$ cat src/rtl/dcap_pkg.sv
// Shared widths and the stored word layout for the digitizer channel capture.
package dcap_pkg;
    localparam int SAMPLE_W = 10;
    localparam int IDX_W    = 10;
    localparam int WORD_W   = SAMPLE_W + IDX_W;

    // Stored word: window position in the upper field, sample in the lower.
    typedef struct packed {
        logic [IDX_W-1:0]    idx;
        logic [SAMPLE_W-1:0] smp;
    } cap_word_t;
endpackage

$ cat src/rtl/dcap_delay.sv
// Selectable-length shift-register delay for raw samples.
// Assumes: DEPTH is a power of two; sel chooses a tap, so output equals the
// sample taken sel+1 edges ago (sel = 0 gives one register of latency).
module dcap_delay #(
    parameter int W     = 10,
    parameter int DEPTH = 128,
    localparam int SEL_W = $clog2(DEPTH)
) (
    input  logic             clk,
    input  logic             rst_n,
    input  logic [W-1:0]     din,
    input  logic [SEL_W-1:0] sel,
    output logic [W-1:0]     dout
);
    logic [W-1:0] stage [DEPTH];

    genvar g;
    generate
        for (g = 0; g < DEPTH; g++) begin : g_stage
            if (g == 0) begin : g_head
                // Purpose: capture the newest sample.
                always_ff @(posedge clk) begin
                    if (!rst_n) stage[0] <= '0;
                    else        stage[0] <= din;
                end
            end else begin : g_body
                // Purpose: move each sample one step deeper.
                always_ff @(posedge clk) begin
                    if (!rst_n) stage[g] <= '0;
                    else        stage[g] <= stage[g-1];
                end
            end
        end
    endgenerate

    // Purpose: select the configured tap.
    always_comb dout = stage[sel];
endmodule

$ cat src/rtl/dcap_ctrl.sv
// Capture sequencer with threshold register and real-time suppression.
// Assumes: a trigger is accepted only when idle; the window length is latched
// at acceptance; a count of 0 stands for 2**IDX_W positions.
module dcap_ctrl
    import dcap_pkg::*;
#(
    parameter logic [SAMPLE_W-1:0] DEF_THRESH = 10'd8
) (
    input  logic                clk,
    input  logic                rst_n,
    input  logic                trig,
    input  logic [IDX_W-1:0]    cfg_count,
    input  logic                thr_wr,
    input  logic [SAMPLE_W-1:0] thr_data,
    input  logic                thr_reset,
    input  logic [SAMPLE_W-1:0] smp_dly,
    output logic                wr_en,
    output cap_word_t           wr_word,
    output logic                busy,
    output logic                done
);
    localparam logic [IDX_W:0] ONE  = (IDX_W+1)'(1);
    localparam logic [IDX_W:0] FULL = {1'b1, {IDX_W{1'b0}}};

    logic                busy_q, done_q;
    logic [IDX_W:0]      idx_q, lim_q;
    logic [SAMPLE_W-1:0] thr_q;

    // Purpose: run the window, ignoring triggers while busy.
    always_ff @(posedge clk) begin
        if (!rst_n) begin
            busy_q <= 1'b0;
            done_q <= 1'b0;
            idx_q  <= '0;
            lim_q  <= FULL;
        end else begin
            done_q <= 1'b0;
            if (!busy_q && trig) begin
                busy_q <= 1'b1;
                idx_q  <= '0;
                lim_q  <= (cfg_count == '0) ? FULL : {1'b0, cfg_count};
            end else if (busy_q) begin
                idx_q <= idx_q + ONE;
                if (idx_q + ONE == lim_q) begin
                    busy_q <= 1'b0;
                    done_q <= 1'b1;
                end
            end
        end
    end

    // Purpose: hold the threshold; a default restore wins over a load.
    always_ff @(posedge clk) begin
        if (!rst_n)         thr_q <= DEF_THRESH;
        else if (thr_reset) thr_q <= DEF_THRESH;
        else if (thr_wr)    thr_q <= thr_data;
    end

    // Purpose: suppress samples at or below a nonzero threshold.
    always_comb begin
        wr_en       = busy_q && ((thr_q == '0) || (smp_dly > thr_q));
        wr_word.idx = idx_q[IDX_W-1:0];
        wr_word.smp = smp_dly;
    end

    assign busy = busy_q;
    assign done = done_q;

    a_r7_retrig_ignored: assert property (@(posedge clk) disable iff (!rst_n)
        (busy_q && (idx_q + ONE != lim_q)) |=> (busy_q && idx_q == $past(idx_q) + ONE));
    a_r2_idx_in_window: assert property (@(posedge clk) disable iff (!rst_n)
        busy_q |-> (idx_q < lim_q));
    a_r6_done_at_end: assert property (@(posedge clk) disable iff (!rst_n)
        $fell(busy_q) |-> done_q);
    a_r6_done_idle: assert property (@(posedge clk) disable iff (!rst_n)
        done_q |-> !busy_q);
    a_r10_thr_default: assert property (@(posedge clk) disable iff (!rst_n)
        thr_reset |=> (thr_q == DEF_THRESH));
endmodule

$ cat src/rtl/dcap_fifo.sv
// Channel FIFO with show-ahead read, drop-on-full and a sticky overflow flag.
// Assumes: DEPTH is a power of two; clr has priority over read and write.
module dcap_fifo #(
    parameter int W     = 20,
    parameter int DEPTH = 64,
    localparam int AW   = $clog2(DEPTH)
) (
    input  logic         clk,
    input  logic         rst_n,
    input  logic         clr,
    input  logic         wr_en,
    input  logic [W-1:0] wr_data,
    input  logic         rd_en,
    output logic [W-1:0] rd_data,
    output logic         not_empty,
    output logic         overflow
);
    localparam logic [AW:0] DEPTH_C = (AW+1)'(DEPTH);

    logic [W-1:0]  mem [DEPTH];
    logic [AW-1:0] wp, rp;
    logic [AW:0]   cnt;
    logic          full, push, pop, ovf_q;

    assign full = (cnt == DEPTH_C);
    assign push = wr_en && !full && !clr;
    assign pop  = rd_en && (cnt != '0) && !clr;

    // Purpose: store accepted words.
    always_ff @(posedge clk) begin
        if (push) mem[wp] <= wr_data;
    end

    // Purpose: track pointers, fill level and the sticky drop flag.
    always_ff @(posedge clk) begin
        if (!rst_n || clr) begin
            wp    <= '0;
            rp    <= '0;
            cnt   <= '0;
            ovf_q <= 1'b0;
        end else begin
            if (push) wp <= wp + 1'b1;
            if (pop)  rp <= rp + 1'b1;
            cnt <= cnt + (push ? 1'b1 : 1'b0) - (pop ? 1'b1 : 1'b0);
            if (wr_en && full) ovf_q <= 1'b1;
        end
    end

    assign rd_data   = mem[rp];
    assign not_empty = (cnt != '0);
    assign overflow  = ovf_q;

    a_r8_fill_bound: assert property (@(posedge clk) disable iff (!rst_n)
        cnt <= DEPTH_C);
    a_r8_overflow_sticky: assert property (@(posedge clk) disable iff (!rst_n)
        (ovf_q && !clr) |=> ovf_q);
    a_r8_full_drop: assert property (@(posedge clk) disable iff (!rst_n)
        (full && !rd_en && !clr) |=> (cnt == DEPTH_C && ovf_q == ($past(ovf_q) || $past(wr_en))));
    a_r9_clear_empties: assert property (@(posedge clk) disable iff (!rst_n)
        clr |=> (cnt == '0 && !ovf_q));
endmodule

$ cat src/rtl/dig_capture_chan.sv
// Top of one digitizer channel: delay line, capture sequencer, channel FIFO.
// Assumes: one sample per clock on sample_in; configuration held stable
// around a trigger; the delay tap is cfg_delay registers behind the input stage.
module dig_capture_chan
    import dcap_pkg::*;
#(
    parameter int                  DELAY_MAX  = 128,
    parameter int                  FIFO_DEPTH = 64,
    parameter logic [SAMPLE_W-1:0] DEF_THRESH = 10'd8,
    localparam int                 DSEL_W     = $clog2(DELAY_MAX)
) (
    input  logic                clk,
    input  logic                rst_n,
    input  logic [SAMPLE_W-1:0] sample_in,
    input  logic                trig,
    input  logic [DSEL_W-1:0]   cfg_delay,
    input  logic [IDX_W-1:0]    cfg_count,
    input  logic                thr_wr,
    input  logic [SAMPLE_W-1:0] thr_data,
    input  logic                thr_reset,
    input  logic                fifo_reset,
    input  logic                rd_en,
    output logic [WORD_W-1:0]   rd_data,
    output logic                rd_valid,
    output logic                busy,
    output logic                done,
    output logic                overflow
);
    logic [SAMPLE_W-1:0] smp_dly;
    logic                wr_en;
    cap_word_t           wr_word;

    dcap_delay #(.W(SAMPLE_W), .DEPTH(DELAY_MAX)) u_delay (
        .clk(clk), .rst_n(rst_n), .din(sample_in), .sel(cfg_delay), .dout(smp_dly)
    );

    dcap_ctrl #(.DEF_THRESH(DEF_THRESH)) u_ctrl (
        .clk(clk), .rst_n(rst_n), .trig(trig), .cfg_count(cfg_count),
        .thr_wr(thr_wr), .thr_data(thr_data), .thr_reset(thr_reset),
        .smp_dly(smp_dly), .wr_en(wr_en), .wr_word(wr_word),
        .busy(busy), .done(done)
    );

    dcap_fifo #(.W(WORD_W), .DEPTH(FIFO_DEPTH)) u_fifo (
        .clk(clk), .rst_n(rst_n), .clr(fifo_reset), .wr_en(wr_en),
        .wr_data(wr_word), .rd_en(rd_en), .rd_data(rd_data),
        .not_empty(rd_valid), .overflow(overflow)
    );
endmodule

$ cat config.mk
export PLATFORM = sky130hd
export DESIGN_NAME = dig_capture_chan
export DESIGN_NICKNAME = d
export VERILOG_FILES = /design/src/rtl/dcap_pkg.sv /design/src/rtl/dcap_delay.sv /design/src/rtl/dcap_ctrl.sv /design/src/rtl/dcap_fifo.sv /design/src/rtl/dig_capture_chan.sv
export SDC_FILE = /design/constraint.sdc
export NUM_CORES = 2
export LEC_CHECK = 0
export ABC_AREA = 1
export BUFFER_PORTS_ARGS = -buffer_cell sky130_fd_sc_hd__buf_2
export CORE_MARGIN = 4
export CORE_UTILIZATION = 30
export CTS_CLUSTER_SIZE = 24
export DETAILED_ROUTE_END_ITERATION = 8
export GPL_TIMING_DRIVEN = 0
export SLEW_MARGIN = 5
export SYNTH_ARGS = -nofsm -noshare
export SYNTH_HDL_FRONTEND = slang
export SYNTH_SLANG_ARGS = --single-unit
$ cat constraint.sdc
create_clock -name clk -period 7.5 [get_ports clk]
set_input_delay 1.125 -clock clk [delete_from_list [all_inputs] [get_ports clk]]
set_output_delay 1.125 -clock clk [all_outputs]
set_load 0.02 [all_outputs]
==> out/metrics.csv <==
stage;metric;value;unit
outcome;status;completed;
floorplan;die_h;592;um
sta;fmax;140;MHz
floorplan;num_io_pins;68;
setup_path;arrival;7690;ps
clock_network;worst_skew_pair.late_latency;870;ps
clock_network;clkSinkCount;2620;
clock_network;cts_tree;built;
pwr;power.total;33.3;mW
sta;slew_headroom;0.0904;
placement;hpwl;242;mm
sta;clock_skew;70.1;ps
sta;worst_pin_slew;1360;ps
clock_network;clock_path_buffers;4;
clock_network;htree_levels;5;
logic_synthesis;synth_compound_area_frac;0.0555;
route;drt_wl_total;352;mm
floorplan;std_cell_rows;214;
cells_and_area;fin_area;119000;sq um
setup_path;rrSetupSlack;1670;ps
route;route.vias.total;80300;
min_path;hold_path.class;flop to flop;
route;dr.first_iter.drc_count;9985;
logic_synthesis;yosys.area_share.adder;0.00288;
setup_path;criticalPathCategory;primary input to flop;
global_routing;grt_overflow;0;
placement;place_congestion;0.968;
logic_synthesis;syn-num-nets;11400;
pwr;total_leakage_power;53.1;nW
logic_synthesis;ys_seq_elements;2620;
logic_synthesis;synth_simple_gate_area_frac;0.222;
floorplan;design.die.area;351000;sq um
logic_synthesis;ys_types;39;
clock_network;cts.clk_slew.worst_paths;60;ps
placement;place_ws;-402;ps
global_routing;grt_max_degree;69;
logic_synthesis;synth.avg_cell_area;9.01;sq um
floorplan;initial_utilization;0.301;
cells_and_area;fill_cells;34600;
route;remaining_drc_errors;0;
sta;slew_viol_final;0;
clock_network;cts_root_buffer;clkbuf_16;
logic_synthesis;synth_edf_count;1280;
global_routing;grt_pass1_vias;74400;
logic_synthesis;synth_top_family_by_area;simple AND/OR/NAND/NOR gates;
route;drtAntennaViolNets;0;
sta;setup_viol;0;
clock_network;hold_buffers;0;
clock_network;post_cts_resized;0;
sta;fin_crit_sh;0.952;
logic_synthesis;synthCells;11400;
logic_synthesis;yosys_warnings;0;
pwr;ir_worst_vdd;0.000175;V
placement;port_buffers;61;
sta;rsz0062_at_grt;no;
sta;final-hold-violation-count;0;
cells_and_area;drive_above_1_share;0.0835;
logic_synthesis;syn_area;102000;sq um
logic_synthesis;synth_top_flop_cell;dfxtp_1;
pwr;pwr_density_cell;279;nW/um^2
cells_and_area;fin_nets;11800;
placement;place_area;110000;sq um
run;maxCapViolCount;0;
sta;setup_slack;362;ps
logic_synthesis;synth_xor_area_frac;0.000427;
route;drt-wirelength-per-cell;21.3;um
logic_synthesis;ys_seq_area_frac;0.637;
clock_network;cts_buffers;284;
setup_path;cp.required;8050;ps
clock_network;cts_setup_buffers;0;
global_routing;grt_util_all_layers;0.193;
floorplan;die_x;592;um
setup_path;start_kind;primary input;
cells_and_area;syn_to_final_growth;16.6;%
global_routing;antenna_found_initial;16;
logic_synthesis;synth_mux_area_frac;0;
setup_path;endpoint_kind;flop;
route;viasPerCell;4.85;
route;drt_pre_antenna_iters;6;
floorplan;core_area;340000;sq um
logic_synthesis;async_reset_ff_frac;0;
global_routing;grt_pass1_wl;502;mm
setup_path;crit_fanout;41;
sta;period_needed;7140;ps
flip-flops by register name (all words and copies together), names as in the netlist, named ones only:
name	flops
u_fifo.mem	1280
u_ctrl.lim_q	11
u_ctrl.thr_q	10
u_fifo.overflow	1
u_ctrl.done	1
u_fifo.cnt	7
u_ctrl.busy	1
u_ctrl.idx_q	11
u_delay.stage	1280
u_fifo.rp	6
u_fifo.wp	6
per-stage QoR:
step	TNS (ps)	util	cells	hold slack, ps
3_5_place_dp	-170610	0.324	16000	413
3_3_place_gp	-4260040	0.319	16000	409
6_report	0	0.351	16500	374
4_1_cts	0	0.351	16500	367
5_1_grt	0	0.351	16500	388
2_1_floorplan	0	-	11400	407
per-layer routing:
metal  share of wire  track usage  vias up
met5         0.00013            0        -
met4           0.053       0.0909        6
met3            0.10       0.0391      838
met2            0.44        0.303     4000
met1            0.40        0.255    38000
li1                -            -    37400
kinds of logic (layout without fill, tap and decap cells):
family                   after synthesis  in the layout
adder cells (fa/ha/maj)               23             23
XOR/XNOR                               5              5
buffers and inverters               2081           2707
flip-flops                          2620           2620
other                                  0             16
AO/OA/AOI/OAI                       1050           1050
AND/OR/NAND/NOR                     5590           5590
Yosys cell counts, types with 2 or more instances:
library cell	number	share of area
nand4_1	11	0.00067
clkbuf_1	302	0.011
buf_4	41	0.0030
nand2_1	3491	0.13
nand3_1	1325	0.065
buf_2	310	0.015
buf_1	37	0.0014
ha_1	22	0.0027
inv_2	7	0.00026
edfxtp_1	1280	0.38
xor2_1	3	0.00026
o21ai_0	483	0.024
o21a_1	2	0.00015
nor2_1	739	0.027
buf_6	8	0.00088
dfxtp_1	1340	0.26
nor3_1	12	0.00059
xnor2_1	2	0.00017
o21bai_1	6	0.00044
clkinv_1	2	0.000073
nor4_1	4	0.00024
nand3_2	2	0.00020
o21ai_1	192	0.0094
o22ai_1	322	0.020
a21oi_1	40	0.0020
clkbuf_2	5	0.00024
inv_1	1368	0.050
o211ai_1	2	0.00015
layout make-up:
type | count | area [sq um] | area share
multi-input cells | 6668 | 29200 | 0.244
flip-flops and latches | 2620 | 65300 | 0.547
clock inverters | 118 | 1400 | 0.0118
plain buffers | 703 | 3250 | 0.0272
diodes | 16 | 40.0 | 0.000335
well taps | 4536 | 5680 | 0.0475
inverters | 1378 | 5180 | 0.0434
repair buffers | 126 | 1460 | 0.0123
clock buffers | 382 | 7960 | 0.0666
report_power, final:
group          leakage (nW)  internal [mW]  total (mW)  switching, mW
combinational          26.0          0.956        3.82           2.87
sequential             22.5           15.1        15.2         0.0620
clock                  4.60           8.49        14.3           5.80
total                  53.1           24.6        33.3           8.73
path summary, 6_finish.rpt:
check                       start                    to  cells past startpoint
max reg2reg  u_delay.stage[96][9]     u_fifo.mem[32][9]                     23
max                  cfg_delay[1]     u_fifo.mem[32][9]                     25
min reg2reg  u_delay.stage[96][3]  u_delay.stage[97][3]                      2
min          u_delay.stage[96][3]  u_delay.stage[97][3]                      2
critical path, cell delays in order:
cell and delay (ps):
buf_2 270, buf_2 460, clkbuf_1 850, nand3_1 150
nand3_1 200, nand3_1 90, nand2_1 120, nand2_1 180
nand3_1 210, nand2_1 70, nand2_1 100, nand2_4 250
buf_16 300, ha_1 350, nand2_1 70, nor2_1 190
nand3_1 90, nand3_1 90, nand2_1 60, nand2_2 240
nand3_2 180, nor2_4 290, nand2_1 520, nor2_2 830
buf_8 240
layout by cell type (no fill, tap or decap), drive strengths merged, types with 3 or more instances in the layout:
cell | synthesis | routed
nor2 | 741 | 741
bufinv | 0 | 30
o21bai | 6 | 6
a21oi | 40 | 40
nand2 | 3492 | 3492
buf | 396 | 522
o21ai | 675 | 675
clkbuf | 307 | 689
clkinv | 2 | 71
diode | 0 | 16
ha | 22 | 22
xor2 | 3 | 3
nand4 | 11 | 11
edfxtp | 1280 | 1280
nand3 | 1327 | 1327
clkinvlp | 0 | 5
nor4 | 4 | 4
nor3 | 12 | 12
dfxtp | 1340 | 1340
inv | 1376 | 1390
o22ai | 322 | 322
No activity file was read; power rests on OpenSTA's default activity.
